===== src/rtl/bsr_pkg.sv =====
package bsr_pkg;
    typedef enum logic [1:0] {
        SRC_NONE = 2'd0,
        SRC_PROC = 2'd1,
        SRC_CTRL = 2'd2
    } bsr_src_e;
endpackage


===== src/rtl/bsr_strobe_decode.sv =====
module bsr_strobe_decode
    import bsr_pkg::*;
#(
    parameter int BYTES = 4
) (
    input  logic             proc_strobe_n,
    input  logic             ctrl_strobe_n,
    input  logic             en0_n,
    input  logic             en1,
    input  logic             en2_n,
    input  logic             gw_n,
    input  logic             bwe_n,
    input  logic [BYTES-1:0] bw_n,
    output bsr_src_e         src,
    output logic             load,
    output logic             enables_ok,
    output logic             wr_req
);
    logic any_byte;

    always_comb begin
        // processor strobe counts only while the first enable is active
        if (!proc_strobe_n && !en0_n) begin
            src = SRC_PROC;
        end else if (!ctrl_strobe_n) begin
            src = SRC_CTRL;
        end else begin
            src = SRC_NONE;
        end
        load       = (src != SRC_NONE);
        enables_ok = !en0_n && en1 && !en2_n;
        any_byte   = !bwe_n && !(&bw_n);
        wr_req     = (src == SRC_CTRL) && (!gw_n || any_byte);
    end
endmodule


===== src/rtl/bsr_burst_counter.sv =====
module bsr_burst_counter #(
    parameter int BURST_W = 2
) (
    input  logic               clk,
    input  logic               rst,
    input  logic               load,
    input  logic [BURST_W-1:0] load_val,
    input  logic               adv,
    output logic [BURST_W-1:0] cnt
);
    logic [BURST_W-1:0] cnt_d, cnt_q;

    always_comb begin
        cnt_d = cnt_q;
        if (load) begin
            cnt_d = load_val;
        end else if (adv) begin
            cnt_d = cnt_q + 1'b1; // linear order, wraps naturally
        end
    end

    always_ff @(posedge clk) begin
        if (rst) begin
            cnt_q <= '0;
        end else begin
            cnt_q <= cnt_d;
        end
    end

    assign cnt = cnt_q;
endmodule


===== src/rtl/bsr_addr_ctrl.sv =====
module bsr_addr_ctrl
    import bsr_pkg::*;
#(
    parameter int ADDR_W  = 18,
    parameter int BURST_W = 2,
    parameter int BYTES   = 4
) (
    input  logic              clk,
    input  logic              rst,
    input  logic              proc_strobe_n,
    input  logic              ctrl_strobe_n,
    input  logic              en0_n,
    input  logic              en1,
    input  logic              en2_n,
    input  logic              adv_n,
    input  logic              gw_n,
    input  logic              bwe_n,
    input  logic [BYTES-1:0]  bw_n,
    input  logic [ADDR_W-1:0] addr_in,
    output logic [ADDR_W-1:0] mem_addr,
    output logic              selected,
    output logic              rd_cycle,
    output logic              wr_cycle
);
    localparam int UPPER_W = ADDR_W - BURST_W;

    typedef struct packed {
        logic [UPPER_W-1:0] upper;
        logic               sel;
        logic               is_wr;
    } front_state_t;

    front_state_t st_d, st_q;

    bsr_src_e           src;
    logic               load, enables_ok, wr_req;
    logic               cnt_load, cnt_adv;
    logic [BURST_W-1:0] cnt;

    bsr_strobe_decode #(.BYTES(BYTES)) u_dec (
        .proc_strobe_n (proc_strobe_n),
        .ctrl_strobe_n (ctrl_strobe_n),
        .en0_n         (en0_n),
        .en1           (en1),
        .en2_n         (en2_n),
        .gw_n          (gw_n),
        .bwe_n         (bwe_n),
        .bw_n          (bw_n),
        .src           (src),
        .load          (load),
        .enables_ok    (enables_ok),
        .wr_req        (wr_req)
    );

    bsr_burst_counter #(.BURST_W(BURST_W)) u_cnt (
        .clk      (clk),
        .rst      (rst),
        .load     (cnt_load),
        .load_val (addr_in[BURST_W-1:0]),
        .adv      (cnt_adv),
        .cnt      (cnt)
    );

    always_comb begin
        st_d     = st_q;
        cnt_load = 1'b0;
        cnt_adv  = 1'b0;
        if (load) begin
            if (enables_ok) begin
                st_d.upper = addr_in[ADDR_W-1:BURST_W];
                st_d.sel   = 1'b1;
                st_d.is_wr = wr_req;
                cnt_load   = 1'b1;
            end else begin
                st_d.sel   = 1'b0;
                st_d.is_wr = 1'b0;
            end
        end else if (!adv_n) begin
            cnt_adv = 1'b1;
        end
    end

    always_ff @(posedge clk) begin
        if (rst) begin
            st_q <= '0;
        end else begin
            st_q <= st_d;
        end
    end

    assign mem_addr = {st_q.upper, cnt};
    assign selected = st_q.sel;
    assign rd_cycle = st_q.sel && !st_q.is_wr;
    assign wr_cycle = st_q.sel && st_q.is_wr;
endmodule


===== config.mk =====
export PLATFORM = sky130hd
export DESIGN_NAME = bsr_addr_ctrl
export DESIGN_NICKNAME = d
export VERILOG_FILES = /design/src/rtl/bsr_pkg.sv /design/src/rtl/bsr_strobe_decode.sv /design/src/rtl/bsr_burst_counter.sv /design/src/rtl/bsr_addr_ctrl.sv
export SDC_FILE = /design/constraint.sdc
export NUM_CORES = 1
export LEC_CHECK = 0
export BUFFER_PORTS_ARGS = -buffer_cell sky130_fd_sc_hd__buf_4
export CORE_MARGIN = 4
export CORE_UTILIZATION = 46
export DETAILED_ROUTE_END_ITERATION = 8
export MAX_ROUTING_LAYER = met4
export PLACE_DENSITY = 0.91
export SLEW_MARGIN = 20
export SYNTH_ARGS = -nofsm -noshare
export SYNTH_HDL_FRONTEND = slang
export SYNTH_SLANG_ARGS = --single-unit

===== constraint.sdc =====
create_clock -name clk -period 2.11 [get_ports clk]
set_clock_uncertainty 0.05 [all_clocks]
set_input_delay 0.5275 -clock clk [delete_from_list [all_inputs] [get_ports clk]]
set_output_delay 0.5275 -clock clk [all_outputs]
set_load 0.1 [all_outputs]

==> metrics.md, run 1 <==
| Metric | Value |
|---|---|
| Total number of vias | approximately 950 |
| CTS tree | yes |
| GRT Util Overall | 0.188 |
| Syn nets | ~150 |
| Global-route wire length before repair | approximately 4.0 mm |
| Clock-pin slew on the worst setup and hold paths | around 0.12 ns |
| Gpl congestion | a little under 0.8 |
| Critical Path End Type | output pin |
| Synth Area in Adders | 0 |
| Hpwl dp | 1.88 mm |
| Yosys cell types | 22 |
| Syn Std Cell Area | about 970 µm² |
| Starting Density | 0.491 |
| CP max-delay cell | dfxtp_1 |
| Hold buffer count at CTS | 0 |
| Setup TNS | 0 ns |
| Buf/Inv on CP | 1 |
| HP Start | addr_in[4] |
| Number of synthesized flops with an enable pin | 0 |
| Reg2Reg Launch Point | u_cnt.cnt[0]$_SDFFE_PP0P_ |
| Sequential-to-total area share from yosys stat | 0.412 |
| Initial antenna violation count | 0 |
| Async S/R FF share, synth | 0 |
| WL per Instance | between 10 and 15 µm |
| Largest family of logic cells by synthesized area | compound AO/OA/AOI/OAI gates |
| Post-CTS sizing | 0 |
| Global route hottest layer | met2 |
| IO Pins | 53 |
| Grt met3 use | 0.0277 |
| Final worst path period share | 0.818 |
| Min-delay worst type | primary input to flop |
| Worst slew pin tran | 0.590 ns |
| Dominant cell type by area after synthesis | dfxtp_1 |
| Clock Tree Buf Depth | 2 |
| Setup CP Type | flop to output pin |
| Yosys warns | 0 |
| Final number of setup-violating endpoints | 0 |
| H-Tree Depth | 1 |
| Leak | ~0.56 nW |
| Die height | 54.0 µm |
| Drc violations | 0 |
| Synth Area in XOR/XNOR | 0 |
| Hold Fails Final Rpt | 0 |
| Clock sinks | 20 |
| Outcome | complete, no violations |
| Family with the most delay on the worst path | flip-flops |
| CTS buffer count | 3 |
| Fmax | 579 MHz |
| Critical-path cell list | and2_2 > buf_4 |
| Synth top area cells | dfxtp_1 (41%), buf_4 (12%), a21oi_1 (8.8%) |
| Post-CTS Setup Bufs | 0 |
| Pwr Density | between 700 and 800 nW/µm² |
| CP max stage delay | between 0.4 and 0.5 ns |
| Tmin final | about 1.7 ns |
| Primary FF master, synth | dfxtp_1 |
| RSZ-0062 raised after global routing | false |
| Die area | between 2000 and 3000 µm² |
| Vias per cell | about 5.4 |
| Global routing usage on met1 | 0.224 |
| Largest net degree at the start of global routing | 22 |
| Layout net count | 183 |
| Worst EP required | about 1.5 ns |
| Critical Path Fanout Max | 3 |
| Slew Limit Headroom | 0.607 |
| Synth Instances | about 120 |
| Initial drt markers | 22 |
| DRT Pass-1 Iters | 4 |
| Slew Viols, Final | 0 |
| Port-buffer cells | 52 |
| Number of global-route vias before repair | about 950 |
| Synth-to-layout area growth | 34.2% |
| Post-layout instance area | 1310 µm² |
| CP Launch Point | st_q[0]$_SDFFE_PP0N_ |
| DP Area | 1250 µm² |
| Met2 GRT Util | 0.317 |
| Die X | about 54 µm |
| Synth Register Bits | 20 |
| Ratio of cells with drive above 1 in the final layout | 0.413 |
| WP data arrival | between 1 and 1.5 ns |
| Fin util | 0.658 |
| Syn Area/Cell | ~8.4 µm² |
| CP startpoint kind | flop |
| N_diodes | 0 |
| WHS | between 0.4 and 0.5 ns |
| Clock Latency Late Sink | ~0.31 ns |
| Num rows | 16 |
| Post-Synth Simple-Gate Area | 0.183 |
| WL final | 2.47 mm |
| Total gr overflow | 0 |
| Root buf cell | clkbuf_4 |
| Dpl cells | between 150 and 200 |
| Post-synth top area share | 0.412 |
| Synth Area in Compound Gates | 0.232 |
| MaxCap Viol Count | 0 |
| Core ar. | just under 2000 µm² |
| Final ANT Viol Nets | 0 |
| Max IR drop VDD | between 0.4 and 0.5 mV |
| Multiplexer area fraction after synthesis | 0 |
| Fin cells | between 150 and 200 |
layer usage:
metal,vias to the layer above,part of all wire
met4,0,0.015
li1,468,-
met3,5,0.097
met2,57,0.48
met1,419,0.41
met5,-,0
power breakdown:
part / internal [mW] / total (mW) / switching [mW] / leakage, nW
clock network: 0.192 / 0.313 / 0.121 / 0.0279
logic: 0.0698 / 0.213 / 0.143 / 0.367
registers: 0.390 / 0.398 / 0.00788 / 0.163
cell usage in the layout, fill, tap and decap left out:
cell	netlist	routed
nand2_1	3	3
nor3_1	2	2
nor2_1	1	1
and2_2	0	1
nor3b_1	1	1
bufinv_16	0	1
a21oi_1	17	17
clkbuf_4	0	3
or3_1	2	2
nor3b_4	1	1
nand2b_1	1	1
or3b_1	1	1
o21ai_1	11	11
o211ai_1	1	1
buf_4	16	54
nand3_1	16	16
dfxtp_1	20	19
a41o_1	2	2
a311oi_1	2	2
and2_1	2	1
dfxtp_2	0	1
o21ai_0	8	8
nor2b_4	0	1
state kept, by name (all words and copies together), names as in the netlist:
signal     cells
u_cnt.cnt      2
st_q           1
selected       1
mem_addr      16
kinds of logic (layout without fill, tap and decap cells):
family / after synthesis / after routing
buf+inv: 24 / 58
flops: 20 / 20
compound gates: 41 / 41
simple gates: 31 / 31
path summary, 6_finish.rpt:
check / to / slack, ns / cells past startpoint
worst max-delay path: wr_cycle / 0.38 / 2
worst max register to register: u_cnt.cnt[1]$_SDFFE_PP0P_ / 0.94 / 3
worst min-delay path: mem_addr[4]$_SDFFE_PP0P_ / 0.41 / 3
worst min register to register: mem_addr[11]$_SDFFE_PP0P_ / 0.44 / 2
tightest hold or removal path: stages:
cell and delay [ns]:
buf_4 0.11, nand3_1 0.05, a21oi_1 0.05
Yosys cell counts, types with 2 or more instances:
| library cell | n |
|---|---|
| o21ai_0 | 8 |
| and2_1 | 2 |
| o21ai_1 | 11 |
| a311oi_1 | 2 |
| a21oi_1 | 17 |
| dfxtp_1 | 20 |
| buf_4 | 16 |
| buf_6 | 2 |
| nor3_1 | 2 |
| clkbuf_1 | 3 |
| a41o_1 | 2 |
| nand3_1 | 16 |
| nand2_1 | 3 |
| buf_2 | 3 |
| or3_1 | 2 |
stage by stage:
step / power (mW) / worst slack [ns]
after floorplan: 0.555 / 0.244
after global placement: 0.615 / 0.346
after detailed placement: 0.619 / 0.287
after CTS: 0.928 / 0.381
after global routing: 0.964 / 0.350
final: 0.924 / 0.383
area by class of cell:
cell class              count  area (µm²)
flip-flops and latches     20         402
fillers                   171         677
clock buffers               3        22.5
repair buffers             54         405
clock inverters             1        30.0
multi-input cells          72         412
well taps                  27        33.8
Power figures use the tool's default switching activity.
==> run 2, diff against run 1 <==
Settings changed: CORE_UTILIZATION 46 to 43, PLACE_DENSITY 0.91 to 0.87.
Clock period 2.11 ns to 1.8 ns, I/O delays scaled along.
==> metrics.md, run 2 (synthesized netlist as in run 1, its figures left out) <==
| Metric | Value |
|---|---|
| Post-CTS sizing | 0 |
| Critical-path cell list | and2_2 > buf_4 |
| GRT Util Overall | 0.160 |
| Post-CTS Setup Bufs | 0 |
| Max IR drop VDD | 0.423 mV |
| Layout net count | roughly 180 |
| Final setup margin | 0.170 ns |
| Die height | between 50 and 60 µm |
| Hold buffer count at CTS | 0 |
| Worst EP required | 1.30 ns |
| Critical Path End Type | output pin |
| Metal3 WL | between 200 and 250 µm |
| Initial drt markers | 7 |
| Total number of vias | approximately 950 |
| Final ANT Viol Nets | 0 |
| Port-buffer cells | 52 |
| Pwr Density | between 700 and 800 nW/µm² |
| Root buf cell | clkbuf_4 |
| Synth-to-layout area growth | 31.1% |
| Clock sinks | 20 |
| Drc violations | 0 |
| Leak | around 0.54 nW |
| Final number of setup-violating endpoints | 0 |
| Slew Limit Headroom | 0.600 |
| Hold Fails Final Rpt | 0 |
| WL final | roughly 2.4 mm |
| Met2 Wirelength | 1.15 mm |
| Filler Cell Count | around 190 |
| Die area | approximately 3000 µm² |
| Commonest cells after routing, fill and taps aside | buf_4 (54), dfxtp_1 (19), a21oi_1 (17), nand3_1 (16), o21ai_1 (11) |
| Die X | 55.6 µm |
| CTS buffer count | 3 |
| Core ar. | about 2100 µm² |
| Commonest non-fill, non-tap cell in the layout | buf_4 |
| Worst slew pin tran | between 0.5 and 0.6 ns |
| H-Tree Depth | 1 |
| WL per Instance | approximately 13 µm |
| IO Pins | 53 |
| Fmax | about 610 MHz |
| Ratio of cells with drive above 1 in the final layout | 0.409 |
| Num rows | 16 |
| Metal-1 WL | approximately 980 µm |
| Total gr overflow | 0 |
| Clock Latency Late Sink | roughly 0.27 ns |
| MaxCap Viol Count | 0 |
| Gpl congestion | ~0.74 |
| Slew Viols, Final | 0 |
| Fin util | 0.618 |
| Vias per cell | approximately 5.4 |
| Final worst path period share | 0.906 |
| Tmin final | ~1.6 ns |
| CP max stage delay | around 0.4 ns |
| WP data arrival | 1.13 ns |
| Initial antenna violation count | 0 |
| Min-delay worst type | primary input to flop |
| Number of global-route vias before repair | 938 |
| Setup WS pre-CTS | roughly 0.06 ns |
| Global-route wire length before repair | a little over 4 mm |
| Largest net degree at the start of global routing | 22 |
| Critical Path Fanout Max | 3 |
| Starting Density | 0.471 |
| CTS tree | yes |
| Setup CP Type | flop to output pin |
| CP startpoint kind | flop |
| Clock-pin slew on the worst setup and hold paths | around 0.1 ns |
| RSZ-0062 raised after global routing | false |
| Hpwl dp | 1.87 mm |
| Outcome | complete, no violations |
| Family with the most delay on the worst path | flip-flops |
| CP max-delay cell | dfxtp_1 |
| Clock Tree Buf Depth | 2 |
| Max layer used | met4 |
| Buf/Inv on CP | 1 |
| N_diodes | 0 |
| Setup TNS | 0 ns |
| DRT Pass-1 Iters | 4 |
| Number of flip-flops in the largest register | 16 |
-- run 2: cell types whose count changed in the layout (fill, tap and decap cells not counted) --
| cell | delta |
|---|---|
| bufinv_16 | -1 |
-- run 2: cell type report --
class	instances	area [µm²]	share of cell area
Timing Repair Buffer	54	405	0.318
Clock buffer	3	22.5	0.0177
Sequential cell	20	402	0.315
Tap cell	27	33.8	0.0265
Multi-Input combinational cell	72	412	0.323
-- run 2: where the power goes --
part           internal (mW)  switching [mW]
logic                 0.0818           0.168
registers              0.457         0.00900
clock network         0.0774           0.116
total                  0.616           0.293
-- run 2: worst paths after layout --
| path | from | to | slack, ns | depth (start not counted) |
|---|---|---|---|---|
| hold / removal | addr_in[3] | mem_addr[3]$_SDFFE_PP0P_ | 0.37 | 3 |
| setup reg to reg | u_cnt.cnt[0]$_SDFFE_PP0P_ | u_cnt.cnt[1]$_SDFFE_PP0P_ | 0.64 | 3 |
| setup / recovery | st_q[0]$_SDFFE_PP0N_ | wr_cycle | 0.17 | 2 |
| hold reg to reg | mem_addr[16]$_SDFFE_PP0P_ | mem_addr[16]$_SDFFE_PP0P_ | 0.44 | 2 |
-- run 2: routing by layer --
metal	vias to the layer above	global-route usage
met5	-	-
met4	0	0.0313
met3	2	0.0466
met2	42	0.265
met1	436	0.194
li1	468	-
-- run 2: worst register-to-register path, cell delays in order (launching register included) --
cell and delay [ns]:
dfxtp_1 0.39, nand2b_1 0.08, or3_1 0.30, a311oi_1 0.25
-- run 2: stage by stage --
| stage | hold WS, ns | instance area [µm²] | total power [mW] | std cells |
|---|---|---|---|---|
| after floorplan | 0.404 | 982 | 0.651 | 116 |
| after global routing | 0.354 | 1270 | 0.950 | 176 |
| final | 0.370 | 1270 | 0.909 | 176 |
| after global placement | 0.415 | 1250 | 0.721 | 173 |
| after detailed placement | 0.419 | 1250 | 0.726 | 173 |
| after CTS | 0.371 | 1270 | 0.914 | 176 |
